### config.mk
export PLATFORM = sky130hd
export DESIGN_NAME = revCascadeTop
export DESIGN_NICKNAME = d
export VERILOG_FILES = /design/src/rtl/revCascadePkg.sv /design/src/rtl/revCtrl.sv /design/src/rtl/revDatapath.sv /design/src/rtl/revCascadeTop.sv
export SDC_FILE = /design/constraint.sdc
export NUM_CORES = 1
export LEC_CHECK = 0
export BUFFER_PORTS_ARGS = -buffer_cell sky130_fd_sc_hd__buf_4
export CAP_MARGIN = 40
export CORE_ASPECT_RATIO = 1.4
export CORE_MARGIN = 2
export CORE_UTILIZATION = 40
export CTS_BUF_LIST = sky130_fd_sc_hd__clkbuf_4 sky130_fd_sc_hd__clkbuf_8 sky130_fd_sc_hd__clkbuf_16
export DETAILED_ROUTE_END_ITERATION = 12
export GPL_TIMING_DRIVEN = 0
export PLACE_DENSITY = 0.62
export SETUP_SLACK_MARGIN = 0.4
export SLEW_MARGIN = 20
export SYNTH_ARGS = -nofsm -noshare
export SYNTH_HDL_FRONTEND = slang
export SYNTH_HIERARCHICAL = 1
export SYNTH_SLANG_ARGS = --single-unit
### constraint.sdc
create_clock -name clk -period 7.7 [get_ports clk]
set_clock_uncertainty 0.2 [all_clocks]
set_input_delay 0 -clock clk [delete_from_list [all_inputs] [get_ports clk]]
set_output_delay 0 -clock clk [all_outputs]
set_load 0.01 [all_outputs]
### src/rtl/revCascadePkg.sv
package revCascadePkg;
  typedef struct packed {
    logic load;
    logic gate;
    logic foldOut;
    logic foldIn;
  } strobeT;
endpackage

### src/rtl/revCtrl.sv
module revCtrl #(
  parameter int N_GATES = 4,
  parameter int SW      = 3
) (
  input  logic                  clk,
  input  logic                  rstN,
  input  logic                  start,
  output revCascadePkg::strobeT strobe,
  output logic [SW-1:0]         stage,
  output logic                  busy,
  output logic                  done
);
  import revCascadePkg::*;

  typedef enum logic [1:0] {IDLE, EVAL, FOLDO, FOLDI} stateT;
  localparam logic [SW-1:0] LAST = SW'(N_GATES - 1);
  localparam logic [SW-1:0] FOLD_STAGE = SW'(N_GATES);

  stateT state;

  always_comb begin
    strobe.load    = (state == IDLE) && start;
    strobe.gate    = (state == EVAL);
    strobe.foldOut = (state == FOLDO);
    strobe.foldIn  = (state == FOLDI);
  end

  assign busy = (state != IDLE);

  always_ff @(posedge clk or negedge rstN) begin
    if (!rstN) begin
      state <= IDLE;
      stage <= '0;
      done  <= 1'b0;
    end else begin
      done <= 1'b0;
      unique case (state)
        IDLE: if (start) begin
          state <= EVAL;
          stage <= '0;
        end
        EVAL: begin
          stage <= stage + 1'b1;
          if (stage == LAST) state <= FOLDO;
        end
        FOLDO: state <= FOLDI;
        FOLDI: begin
          state <= IDLE;
          done  <= 1'b1;
        end
        default: state <= IDLE;
      endcase
    end
  end


  done_pulse_chk: assert property (@(posedge clk) disable iff (!rstN)
    done |=> !done);

  gate_stage_chk: assert property (@(posedge clk) disable iff (!rstN)
    strobe.gate |-> stage < FOLD_STAGE);

  fold_stage_chk: assert property (@(posedge clk) disable iff (!rstN)
    strobe.foldOut |-> stage == FOLD_STAGE);

  busy_start_chk: assert property (@(posedge clk) disable iff (!rstN)
    (busy && start) |=> (stage != '0 || !strobe.gate || $past(strobe.foldIn)));
endmodule

### src/rtl/revDatapath.sv
module revDatapath #(
  parameter int P       = 4,
  parameter int Q       = 2,
  parameter int N_GATES = 4,
  parameter int TW      = 1,
  parameter int SW      = 3,
  parameter int LW      = 3,
  parameter logic [N_GATES*P-1:0]  CTRL_MASK = '0,
  parameter logic [N_GATES*P-1:0]  POL_MASK  = '1,
  parameter logic [N_GATES*TW-1:0] TGT       = '0
) (
  input  logic                  clk,
  input  logic                  rstN,
  input  revCascadePkg::strobeT strobe,
  input  logic [SW-1:0]         stage,
  input  logic [P-1:0]          inVec,
  input  logic                  faultEn,
  input  logic [SW-1:0]         faultStage,
  input  logic [LW-1:0]         faultLine,
  output logic [Q-1:0]          outVec,
  output logic                  errFlag
);
  localparam int LN  = P + Q + 1;
  localparam int CHK = P + Q;

  logic [LN-1:0] lines;
  logic          fEn;
  logic [SW-1:0] fStage;
  logic [LW-1:0] fLine;

  logic          injectNow;
  logic [LN-1:0] flipVec;
  logic [LN-1:0] afterFault;
  logic [LN-1:0] gFlip [N_GATES];
  logic [LN-1:0] gateFlip;
  logic          faultValid;

  assign faultValid = fEn && (fStage <= SW'(N_GATES)) && (fLine < LW'(LN));
  assign injectNow  = faultValid && (fStage == stage) && (strobe.gate || strobe.foldOut);
  assign flipVec    = injectNow ? (LN'(1) << fLine) : '0;
  assign afterFault = lines ^ flipVec;

  for (genvar g = 0; g < N_GATES; g++) begin : gGate
    logic [P-1:0]  mask, pol, sat;
    logic [TW-1:0] tgt;
    logic          fire;
    assign mask = CTRL_MASK[g*P +: P];
    assign pol  = POL_MASK[g*P +: P];
    assign tgt  = TGT[g*TW +: TW];
    assign sat  = ~(afterFault[P-1:0] ^ pol) | ~mask;
    assign fire = &sat;
    assign gFlip[g] = fire ? ((LN'(1) << (P + int'(tgt))) | (LN'(1) << CHK)) : '0;
  end

  always_comb begin
    gateFlip = '0;
    for (int g = 0; g < N_GATES; g++)
      if (stage == SW'(g)) gateFlip = gFlip[g];
  end

  always_ff @(posedge clk or negedge rstN) begin
    if (!rstN) begin
      lines   <= '0;
      fEn     <= 1'b0;
      fStage  <= '0;
      fLine   <= '0;
      errFlag <= 1'b0;
    end else begin
      if (strobe.load) begin
        lines      <= '0;
        lines[P-1:0] <= inVec;
        lines[CHK] <= ^inVec;
        fEn        <= faultEn;
        fStage     <= faultStage;
        fLine      <= faultLine;
        errFlag    <= 1'b0;
      end else if (strobe.gate) begin
        lines <= afterFault ^ gateFlip;
      end else if (strobe.foldOut) begin
        lines      <= afterFault;
        lines[CHK] <= afterFault[CHK] ^ (^afterFault[P+Q-1:P]);
      end else if (strobe.foldIn) begin
        lines[CHK] <= lines[CHK] ^ (^lines[P-1:0]);
        errFlag    <= lines[CHK] ^ (^lines[P-1:0]);
      end
    end
  end

  assign outVec = lines[P+Q-1:P];


  inputs_kept_chk: assert property (@(posedge clk) disable iff (!rstN)
    (strobe.gate && !injectNow) |=> lines[P-1:0] == $past(lines[P-1:0]));

  clean_run_chk: assert property (@(posedge clk) disable iff (!rstN)
    (strobe.foldIn && !faultValid) |=> !errFlag);

  fault_seen_chk: assert property (@(posedge clk) disable iff (!rstN)
    (strobe.foldIn && faultValid) |=> errFlag);

  one_flip_chk: assert property (@(posedge clk) disable iff (!rstN)
    $countones(flipVec) <= 1);
endmodule

### src/rtl/revCascadeTop.sv
module revCascadeTop #(
  parameter int P       = 4,
  parameter int Q       = 2,
  parameter int N_GATES = 4,
  parameter int TW      = (Q > 1) ? $clog2(Q) : 1,
  parameter int SW      = $clog2(N_GATES + 2),
  parameter int LW      = $clog2(P + Q + 2),
  parameter logic [N_GATES*P-1:0]  CTRL_MASK = {4'b1000, 4'b0110, 4'b0011, 4'b0001},
  parameter logic [N_GATES*P-1:0]  POL_MASK  = {4'b1111, 4'b1011, 4'b1111, 4'b1111},
  parameter logic [N_GATES*TW-1:0] TGT       = {1'b1, 1'b0, 1'b1, 1'b0}
) (
  input  logic          clk,
  input  logic          rstN,
  input  logic          start,
  input  logic [P-1:0]  inVec,
  input  logic          faultEn,
  input  logic [SW-1:0] faultStage,
  input  logic [LW-1:0] faultLine,
  output logic          busy,
  output logic          done,
  output logic [Q-1:0]  outVec,
  output logic          errFlag
);
  revCascadePkg::strobeT strobe;
  logic [SW-1:0] stage;

  revCtrl #(.N_GATES(N_GATES), .SW(SW)) u_ctrl (
    .clk(clk), .rstN(rstN), .start(start),
    .strobe(strobe), .stage(stage), .busy(busy), .done(done)
  );

  revDatapath #(
    .P(P), .Q(Q), .N_GATES(N_GATES), .TW(TW), .SW(SW), .LW(LW),
    .CTRL_MASK(CTRL_MASK), .POL_MASK(POL_MASK), .TGT(TGT)
  ) u_dp (
    .clk(clk), .rstN(rstN), .strobe(strobe), .stage(stage),
    .inVec(inVec), .faultEn(faultEn), .faultStage(faultStage),
    .faultLine(faultLine), .outVec(outVec), .errFlag(errFlag)
  );
endmodule

==> results of run 1 <==
[metrics by stage]
step / cells / cell area, sq um / utilization [%]
floorplan: 160 / 1570 / -
global placement: 220 / 1760 / 47.4
detailed placement: 220 / 1760 / 47.4
CTS: 238 / 1950 / 52.5
global route: 238 / 1940 / 52.3
finish: 238 / 1940 / 52.3
[worst max-delay path, cell delays in order (launching register included)]
cell	delay, ns
dfrtp_1	0.42
inv_1	0.11
ha_1	0.44
o21ai_0	0.20
or2_2	0.38
a211oi_1	0.38
o221a_2	0.28
a32oi_2	0.10
xnor2_1	0.16
a311oi_1	0.32
[logic make-up after synthesis]
logic type	Yosys count	share of synthesized area [%]
AOI/OAI and AO/OA	30	16.3
xor gates and xnor gates	21	11.7
adders and majority gates	7	5.58
buffers and inverters	16	4.78
DFF	21	33.5
muxes	15	10.4
and+or+nand+nor	50	17.6
[cells in the mapped netlist, drive strengths merged, types with 2 or more instances]
cell type	n
nor2b	2
nor2	11
mux2	8
xnor2	16
inv	8
or3	4
o21ai	10
and2	3
or4	2
buf	3
nand2	11
nor3	4
o221a	2
nor3b	2
xor2	5
or2	2
mux2i	7
clkbuf	5
a211oi	2
nand2b	3
dfrtp	21
nand3b	2
ha	7
a21oi	4
[power groups by stage]
stage	registers, mW	logic, mW	clock network [mW]
after floorplan	0.215	0.353	0
final	0.230	0.450	0.0759
after detailed placement	0.231	0.444	0
after global placement	0.229	0.432	0
after global routing	0.241	0.510	0.0866
after CTS	0.229	0.454	0.0799
[layer usage]
layer  GRT usage (%)  wire length, um  vias to the layer above
met2            31.8             1880                       14
met1            21.3             1450                      630
met4            3.72               31                        0
li1                -                -                      635
met3            2.64               61                        4
met5               0                0                        -
[repair_timing]
item	in CTS	in global routing
hold buffers	14	0
setup endpoints to repair	0	0
endpoints found under the hold margin	36	0
[sequential cells by signal, summed over array words and instances, names as in the netlist]
register      cells
u_ctrl/done       1
u_ctrl/stage      3
u_ctrl/state      2
u_dp/errFlag      1
u_dp/fEn          1
u_dp/fLine        3
u_dp/fStage       3
u_dp/lines        7
[layout make-up]
class | count | area (sq um) | share of cell area (%)
flip-flops and latches | 21 | 526 | 27.1
plain buffers | 8 | 45.0 | 2.32
repair buffers | 32 | 270 | 13.9
well taps | 42 | 52.6 | 2.71
inverters | 8 | 30.0 | 1.55
multi-input cells | 123 | 968 | 49.9
clock buffers | 4 | 48.8 | 2.51
[final timing paths]
check                                             from                        end  slack (ns)  depth (start not counted)
max                        u_ctrl/state[1]$_DFFE_PN0P_  u_dp/lines[6]$_DFFE_PN0P_        4.60                          9
min                                               rstN  u_dp/fLine[0]$_DFFE_PN0P_        0.13                          3
max reg2reg                u_ctrl/state[1]$_DFFE_PN0P_  u_dp/lines[6]$_DFFE_PN0P_        4.60                          9
min reg2reg                   u_dp/errFlag$_DFFE_PN0P_   u_dp/errFlag$_DFFE_PN0P_        0.34                          2
max in group asynchronous                         rstN  u_dp/lines[2]$_DFFE_PN0P_        6.82                          3
min in group clk                          faultLine[0]  u_dp/fLine[0]$_DFFE_PN0P_        0.31                          3
==> flow_summary.ini, run 1 <==
[power_and_ir_drop]
clockPowerShare_pct = 10.0
swShare_pct = 43.3
power_switching_mw = 0.327
ir_drop_mv = 0.226
p_leak_nw = 0.796
pwr-share-seq_pct = 30.4
p_per_area_mw_per_mm2 = 389
power_frac_comb_pct = 59.5
power.total_mw = 0.756
internal_power_mw = 0.429

[cts]
cts_tree = built
cts_buffers = 3
cts_resized = 0
clock_path_buffers = 2
cts_setup_buffers = 0
htreeDepth = 1
clk_latency_ns = 0.26
cts_sinks = 21
clk_pin_slew_worst_paths_ns = 0.08
clockRootBuffer = clkbuf_8

[synthesis]
synth_cell_types = 49
synthesis.nets = 181
yosysSeqAreaShare_pct = 33.5
synth-main-ff-cell = dfrtp_1
synth_top_area_share_pct = 33.5
synth-async-reset-ratio_pct = 100
synthTopCellsByArea = dfrtp_1, xnor2_1, ha_1
ys_ff_latch = 21
yosysTopAreaCell = dfrtp_1
synth_cells = 160
synth_edf_count = 0
syn_area_per_cell_sq_um = 9.81
syn_area_sq_mm = 0.00157
yosys_warnings = 6

[sta]
finalSetupViolations = 0
finalHoldViolations = 0
whs_ns = 0.130
relSlewSlack_pct = 64.1
timing.fmax_ghz = 0.322
fin_tns_setup_ns = 0
worstMarginPinSlew_ns = 0.539
rsz0062_at_grt = no
slew_viol_final = 0
fin_ws_ns = 4.60
timing.final.crit_share_pct = 40.3
period_minus_slack_ns = 3.10

[routing]
vias_per_cell = 5.39
drt_pass1_iterations = 4
ant_nets = 0
drc = 0
wl_mm = 3.42
drt_iter0_markers = 14
wl_per_cell_um = 14.4
vias = 1283

[floorplanning]
rows = 26
die_w_um = 56.9
core_area_sq_mm = 0.00371
die_h_um = 78.1
die-area_sq_mm = 0.00445
io_pins = 19
start_util_pct = 42.3

[place]
gp_congestion = 0.892
portBuffers = 18
place_hpwl_mm = 2.54
post-place-ws_ns = 4.65

[outcome]
status = complete, no violations

[critical_path]
start_kind = flop
end_kind = flop
worst-setup-path-type = reg2reg
critical_path_arrival_ns = 3.05
required_ns = 7.65
crit_fanout = 12

[min_path]
hold_class = in2async

[layout]
drive_gt1_share_pct = 21.9
antenna_cells = 0
final_cell_mix = dfrtp_1, buf_4, xnor2_1
final_common_cell = dfrtp_1
nets = 218
fillCellCount = 337
syn2layout_area_growth_pct = 23.7

[global_route]
overflow = 0
antenna_found_initial = 0
first_global_vias = 1344
grt_max_degree = 22
grt_use_total_pct = 17.4
grt_pass1_wl_mm = 6.28

[job]
cap_violations = 0
Note: power is estimated with default switching activity, not from simulation.
==> inputs of run 2 (changes only) <==
ABC_AREA = 1   (was default)
PLACE_DENSITY = 0.63   (was 0.62)
clock period = 3 ns   (was 7.7 ns; I/O delays follow)
==> run 2 against run 1 <==
Via count up 10%. Global-route usage about the same. Combinational power rose to 2.5 times the previous value. Register-to-register slack worse by 4.0 ns. First-iteration DRC count up 140%. Hold slack better by 0.15 ns. Count of clock-buffer cells in the layout down 1. Final area up 0.45%. Utilization up 1.2 points. Clock power rose to 2.5 times the previous value. Largest power group unchanged.
==> flow_summary.ini, run 2 <==
[synthesis]
synth-simple-area-share_pct = 37.5
synth_xor_area_share_pct = 4.66
synthAdderAreaFrac_pct = 5.82
synth_cell_types = 26
syn_area_sq_mm = 0.00150
synthesis.nets = 239
synthTopCellsByCount = nand2_1, inv_1, nand3_1
synth_compound_area_share_pct = 5.82
yosys_warnings = 6
synth-async-reset-ratio_pct = 100
yosysMostFrequentCell = nand2_1
synth_top_family_by_area = simple AND/OR/NAND/NOR gates
synth_cells = 218
synth_top_area_share_pct = 34.9
syn_area_per_cell_sq_um = 6.90
synth_mux_area_share_pct = 0
yosysSeqAreaShare_pct = 34.9
synth-main-ff-cell = dfrtp_1
yosysTopAreaCell = dfrtp_1
synthTopCellsByArea = dfrtp_1, nand2_1, inv_1
synth_edf_count = 0
ys_ff_latch = 21

[layout]
nets = 280
fillCellCount = 386
syn2layout_area_growth_pct = 29.6
multiInputGateArea_sq_um = 841
final_cell_mix = nand2_1, inv_1, buf_4
design_area_sq_mm = 0.00195
final_common_cell = nand2_1
drive_gt1_share_pct = 18.6
largest_reg_flops = 7
largest_register = u_dp/lines
antenna_cells = 0
utilization_pct = 53.5
ff_latch_area_sq_um = 528

[cts]
cts_buffers = 3
cts_sinks = 21
clockRootBuffer = clkbuf_8
clock_path_buffers = 2
cts_tree = built
clk_pin_slew_worst_paths_ns = 0.08
htreeDepth = 1
clk_latency_ns = 0.26

[routing]
wl_mm = 3.44
ant_nets = 0
drt_pass1_iterations = 4
vias = 1412
wl_per_cell_um = 11.5
drt_iter0_markers = 33
drc = 0
vias_per_cell = 4.71

[min_path]
hold_class = in2reg
hold_path_startpoint = faultLine[0]
min_to = u_dp/fLine[0]$_DFFE_PN0P_
hold_depth = 4

[place]
gp_congestion = 0.772
dpl-instance-area_sq_mm = 0.00169
place_hpwl_mm = 2.51
portBuffers = 18

[critical_path]
start_kind = flop
required_ns = 2.99
r2r_slack_ns = 0.64
r2r-start = u_ctrl/state[1]$_DFFE_PN0P_
end_kind = flop
worst-setup-path-type = reg2reg
crit_fanout = 5
r2r_cells = 15
rr_endpoint = u_dp/lines[4]$_DFFE_PN0P_
critical_path_arrival_ns = 2.35

[floorplanning]
die-area_sq_mm = 0.00427
die_w_um = 55.8
die_h_um = 76.6
rows = 26
core_area_sq_mm = 0.00364
io_pins = 19
start_util_pct = 41.3

[sta]
rsz0062_at_grt = no
timing.fmax_ghz = 0.424
period_minus_slack_ns = 2.36
timing.final.crit_share_pct = 78.6
worstMarginPinSlew_ns = 0.574
slew_viol_final = 0
finalSetupViolations = 0
whs_ns = 0.278
relSlewSlack_pct = 61.7
fin_tns_setup_ns = 0
finalHoldViolations = 0

[global_route]
grt_max_degree = 22
grt_pass1_wl_mm = 5.98
antenna_found_initial = 0
met3_usage_pct = 2.04
met1_usage_pct = 19.2
overflow = 0
grt_use_total_pct = 17.4
first_global_vias = 1447
gr-max-usage-layer = met2
grtUsageMet2_pct = 33.0

[job]
cap_violations = 0

[power_and_ir_drop]
p_leak_nw = 1.01
p_per_area_mw_per_mm2 = 962
ir_drop_mv = 0.468

[outcome]
status = complete, no violations
## run 2: cell types whose count changed after synthesis, moves of 4 or more
cell     previous run  this run
nand3_1             0        23
inv_1               8        32
nand4_1             0         6
xnor2_1            16         5
nand2_1            11        71
or3_1               4         0
mux2i_1             7         0
mux2_2              7         0
## run 2: final cells by class
cell class	instances	area share [%]
plain buffers	6	2.12
multi-input cells	157	43.1
clock inverters	1	0.257
well taps	42	2.70
flip-flops and latches	21	27.1
inverters	34	6.55
clock buffers	3	2.12
repair buffers	36	16.0
## run 2: layer usage
metal  vias to the layer above  wire (um)
met3                         4         66
met4                         0         56
met2                        17       1880
met1                       629       1440
li1                        762          -
met5                         -          0
## run 2: repair_timing
action	4_1_cts	5_1_grt
setup buffers	0	2
endpoints found under the hold margin	36	0
gates resized for setup	1	10
gates cloned	0	1
setup endpoints to repair	1	3
hold buffers	14	0
## run 2: worst max path at each step
stage	to	start	cells after the start
floorplan	u_dp/lines[4]$_DFFE_PN0P_	u_ctrl/state[1]$_DFFE_PN0P_	16
global placement	u_dp/lines[6]$_DFFE_PN0P_	u_ctrl/state[1]$_DFFE_PN0P_	18
detailed placement	u_dp/lines[4]$_DFFE_PN0P_	u_ctrl/state[1]$_DFFE_PN0P_	16
CTS	u_dp/lines[4]$_DFFE_PN0P_	u_ctrl/state[1]$_DFFE_PN0P_	16
global route	u_dp/lines[6]$_DFFE_PN0P_	u_ctrl/state[0]$_DFFE_PN0P_	18
finish	u_dp/lines[4]$_DFFE_PN0P_	u_ctrl/state[1]$_DFFE_PN0P_	15
## run 2: logic make-up (layout without fill, tap and decap cells)
group,Yosys count,in the layout
and+or+nand+nor,127,127
adders and majority gates,7,7
AOI/OAI and AO/OA,15,15
buffers and inverters,40,80
xor gates and xnor gates,8,8
DFF,21,21
## run 2: metrics by stage
step                cells  worst slack (ns)  total power, mW
global route          300             0.448             2.08
global placement      278             0.412             1.59
CTS                   296             0.497             1.82
detailed placement    278             0.416             1.61
floorplan             218             0.741             1.35
finish                300             0.642             1.87
## run 2: critical path: stages, from the launching register on
cell,delay [ns]
dfrtp_2,0.43
inv_2,0.08
ha_4,0.16
nor2_1,0.25
nor2_1,0.07
nand2_1,0.10
nor2_4,0.05
buf_4,0.14
nand4_1,0.08
nand2_2,0.07
nor2_2,0.07
nand2_1,0.08
nand2_1,0.07
nand4_1,0.10
or2_1,0.24
a21oi_2,0.10
## run 2: where the power goes
| group | switching (mW) | total (mW) | internal, mW |
|---|---|---|---|
| registers | 0.136 | 0.553 | 0.417 |
| logic | 0.660 | 1.13 | 0.470 |
| clock network | 0.0984 | 0.191 | 0.0926 |
| total | 0.895 | 1.87 | 0.980 |
==> inputs of run 3 (changes only) <==
clock period = 2.43 ns   (was 3 ns; I/O delays follow)
==> run 3 against run 2 <==
Cell count up 3.3%. Flip-flop and latch count unchanged. Final area up 6.2%. Critical endpoint unchanged. Combinational power up 47%. Largest power group unchanged. Power up 37%. Clock power up 22%.
==> flow_summary.ini, run 3 (same netlist as run 2, synthesis figures left out) <==
[routing]
drt_iter0_markers = 13
wl_mm = 3.76
ant_nets = 0
drc = 0
drt_pass1_iterations = 4
vias = 1474
vias_per_cell = 4.75
wl_per_cell_um = 12.1

[layout]
final_common_cell = nand2_1
syn2layout_area_growth_pct = 37.6
nets = 290
final_cell_mix = nand2_1, buf_4, inv_1
drive_gt1_share_pct = 27.2
largest_register = u_dp/lines
antenna_cells = 0
largest_reg_flops = 7
utilization_pct = 56.8

[global_route]
overflow = 0
grt_max_degree = 22
antenna_found_initial = 0
grt_pass1_wl_mm = 6.68
grt_use_total_pct = 19.6
first_global_vias = 1495

[floorplanning]
rows = 26
die_h_um = 76.6
die_w_um = 55.8
die-area_sq_mm = 0.00427
io_pins = 19
core_area_sq_mm = 0.00364
start_util_pct = 41.3

[job]
cap_violations = 0

[sta]
timing.final.crit_share_pct = 94.3
finalSetupViolations = 0
fin_ws_ns = 0.139
slew_viol_final = 0
worstMarginPinSlew_ns = 0.505
finalHoldViolations = 0
relSlewSlack_pct = 66.4
rsz0062_at_grt = yes
timing.fmax_ghz = 0.436
period_minus_slack_ns = 2.29

[power_and_ir_drop]
ir_drop_mv = 0.694
p_per_area_mw_per_mm2 = 1240
p_leak_nw = 1.07

[critical_path]
crit_buf_inv = 2
worst-setup-path-type = reg2reg
required_ns = 2.42
slowest_delay_ns = 0.44
critical_path_arrival_ns = 2.28
crit_fanout = 5
end_kind = flop
path_cells = buf_12, ha_4, nor2_4, nor2_1, nand2_1, nor2_4, buf_4, nand4_1, nand2_2, nor2_2, nand2_2, nand2_1, nand4_1, or2_1, a21oi_2
start_kind = flop
critPathSlowestCell = dfrtp_2
cp_top_family = simple AND/OR/NAND/NOR gates

[cts]
clock_path_buffers = 2
cts_buffers = 3
cts_tree = built
clk_pin_slew_worst_paths_ns = 0.08
clk_latency_ns = 0.26
htreeDepth = 1
clockRootBuffer = clkbuf_8
cts_sinks = 21

[outcome]
status = complete, no violations

[place]
place_hpwl_mm = 2.56
gp_congestion = 0.855
portBuffers = 18
post-place-ws_ns = 0.0562

[min_path]
hold_class = in2async
[run 3: where the power goes]
part           switching [mW]  total, mW  internal, mW
combinational           0.917       1.66         0.742
sequential              0.163      0.678         0.515
clock                   0.119      0.233         0.114
[run 3: worst paths after layout]
kind / cells after the start / endpoint / start / slack (ns)
setup / recovery: 15 / u_dp/lines[4]$_DFFE_PN0P_ / u_ctrl/state[1]$_DFFE_PN0P_ / 0.14
hold / removal: 3 / u_ctrl/stage[0]$_DFFE_PN0P_ / rstN / 0.16
setup reg to reg: 15 / u_dp/lines[4]$_DFFE_PN0P_ / u_ctrl/state[1]$_DFFE_PN0P_ / 0.14
hold reg to reg: 1 / u_dp/errFlag$_DFFE_PN0P_ / u_dp/errFlag$_DFFE_PN0P_ / 0.32
max in group asynchronous: 3 / u_ctrl/state[0]$_DFFE_PN0P_ / rstN / 1.49
min in group clk: 4 / u_dp/fLine[0]$_DFFE_PN0P_ / faultLine[0] / 0.29
[run 3: layout make-up]
type                       instances  area (sq um)
inverter                          34           128
timing repair buffer              46           388
clock buffer                       3          41.3
multi-input combinational        157           881
clock inverter                     1          5.00
sequential                        21           528
tap                               42          52.6
buffer                             6          46.3
fill                             351          1570
[run 3: metal layers]
| metal | vias to the layer above | GRT usage, % | wire length [um] | share of wire, % |
|---|---|---|---|---|
| li1 | 782 | - | - | - |
| met1 | 661 | 23.7 | 1660 | 44 |
| met2 | 25 | 34.9 | 1950 | 52 |
| met3 | 6 | 2.04 | 82 | 2.2 |
| met4 | 0 | 8.10 | 59 | 1.6 |
| met5 | - | 0 | 0 | 0 |
[run 3: worst min-delay path, stage by stage]
cell and delay (ns):
dlygate4sd3_1 0.55, buf_4 0.11, buf_2 0.42
[run 3: what timing repair did]
item / CTS / global route
pin swaps: 2 / 0
cloned: 1 / 0
hold buffers: 14 / 0
setup buffers: 6 / 7
endpoints found under the hold margin: 37 / 0
setup endpoints to repair: 3 / 15
gates resized for setup: 7 / 15
[run 3: per-stage QoR]
stage                     TNS [ns]  total power, mW  cells  cell area, sq um  hold WS [ns]
after floorplan                  0             1.71    218              1530        -0.496
after global placement           0             2.02    278              1720        -0.294
after detailed placement         0             2.04    278              1720        -0.293
after CTS                        0             2.41    303              1980         0.283
after global routing       -0.0287             2.87    310              2070         0.203
final                            0             2.57    310              2070         0.161
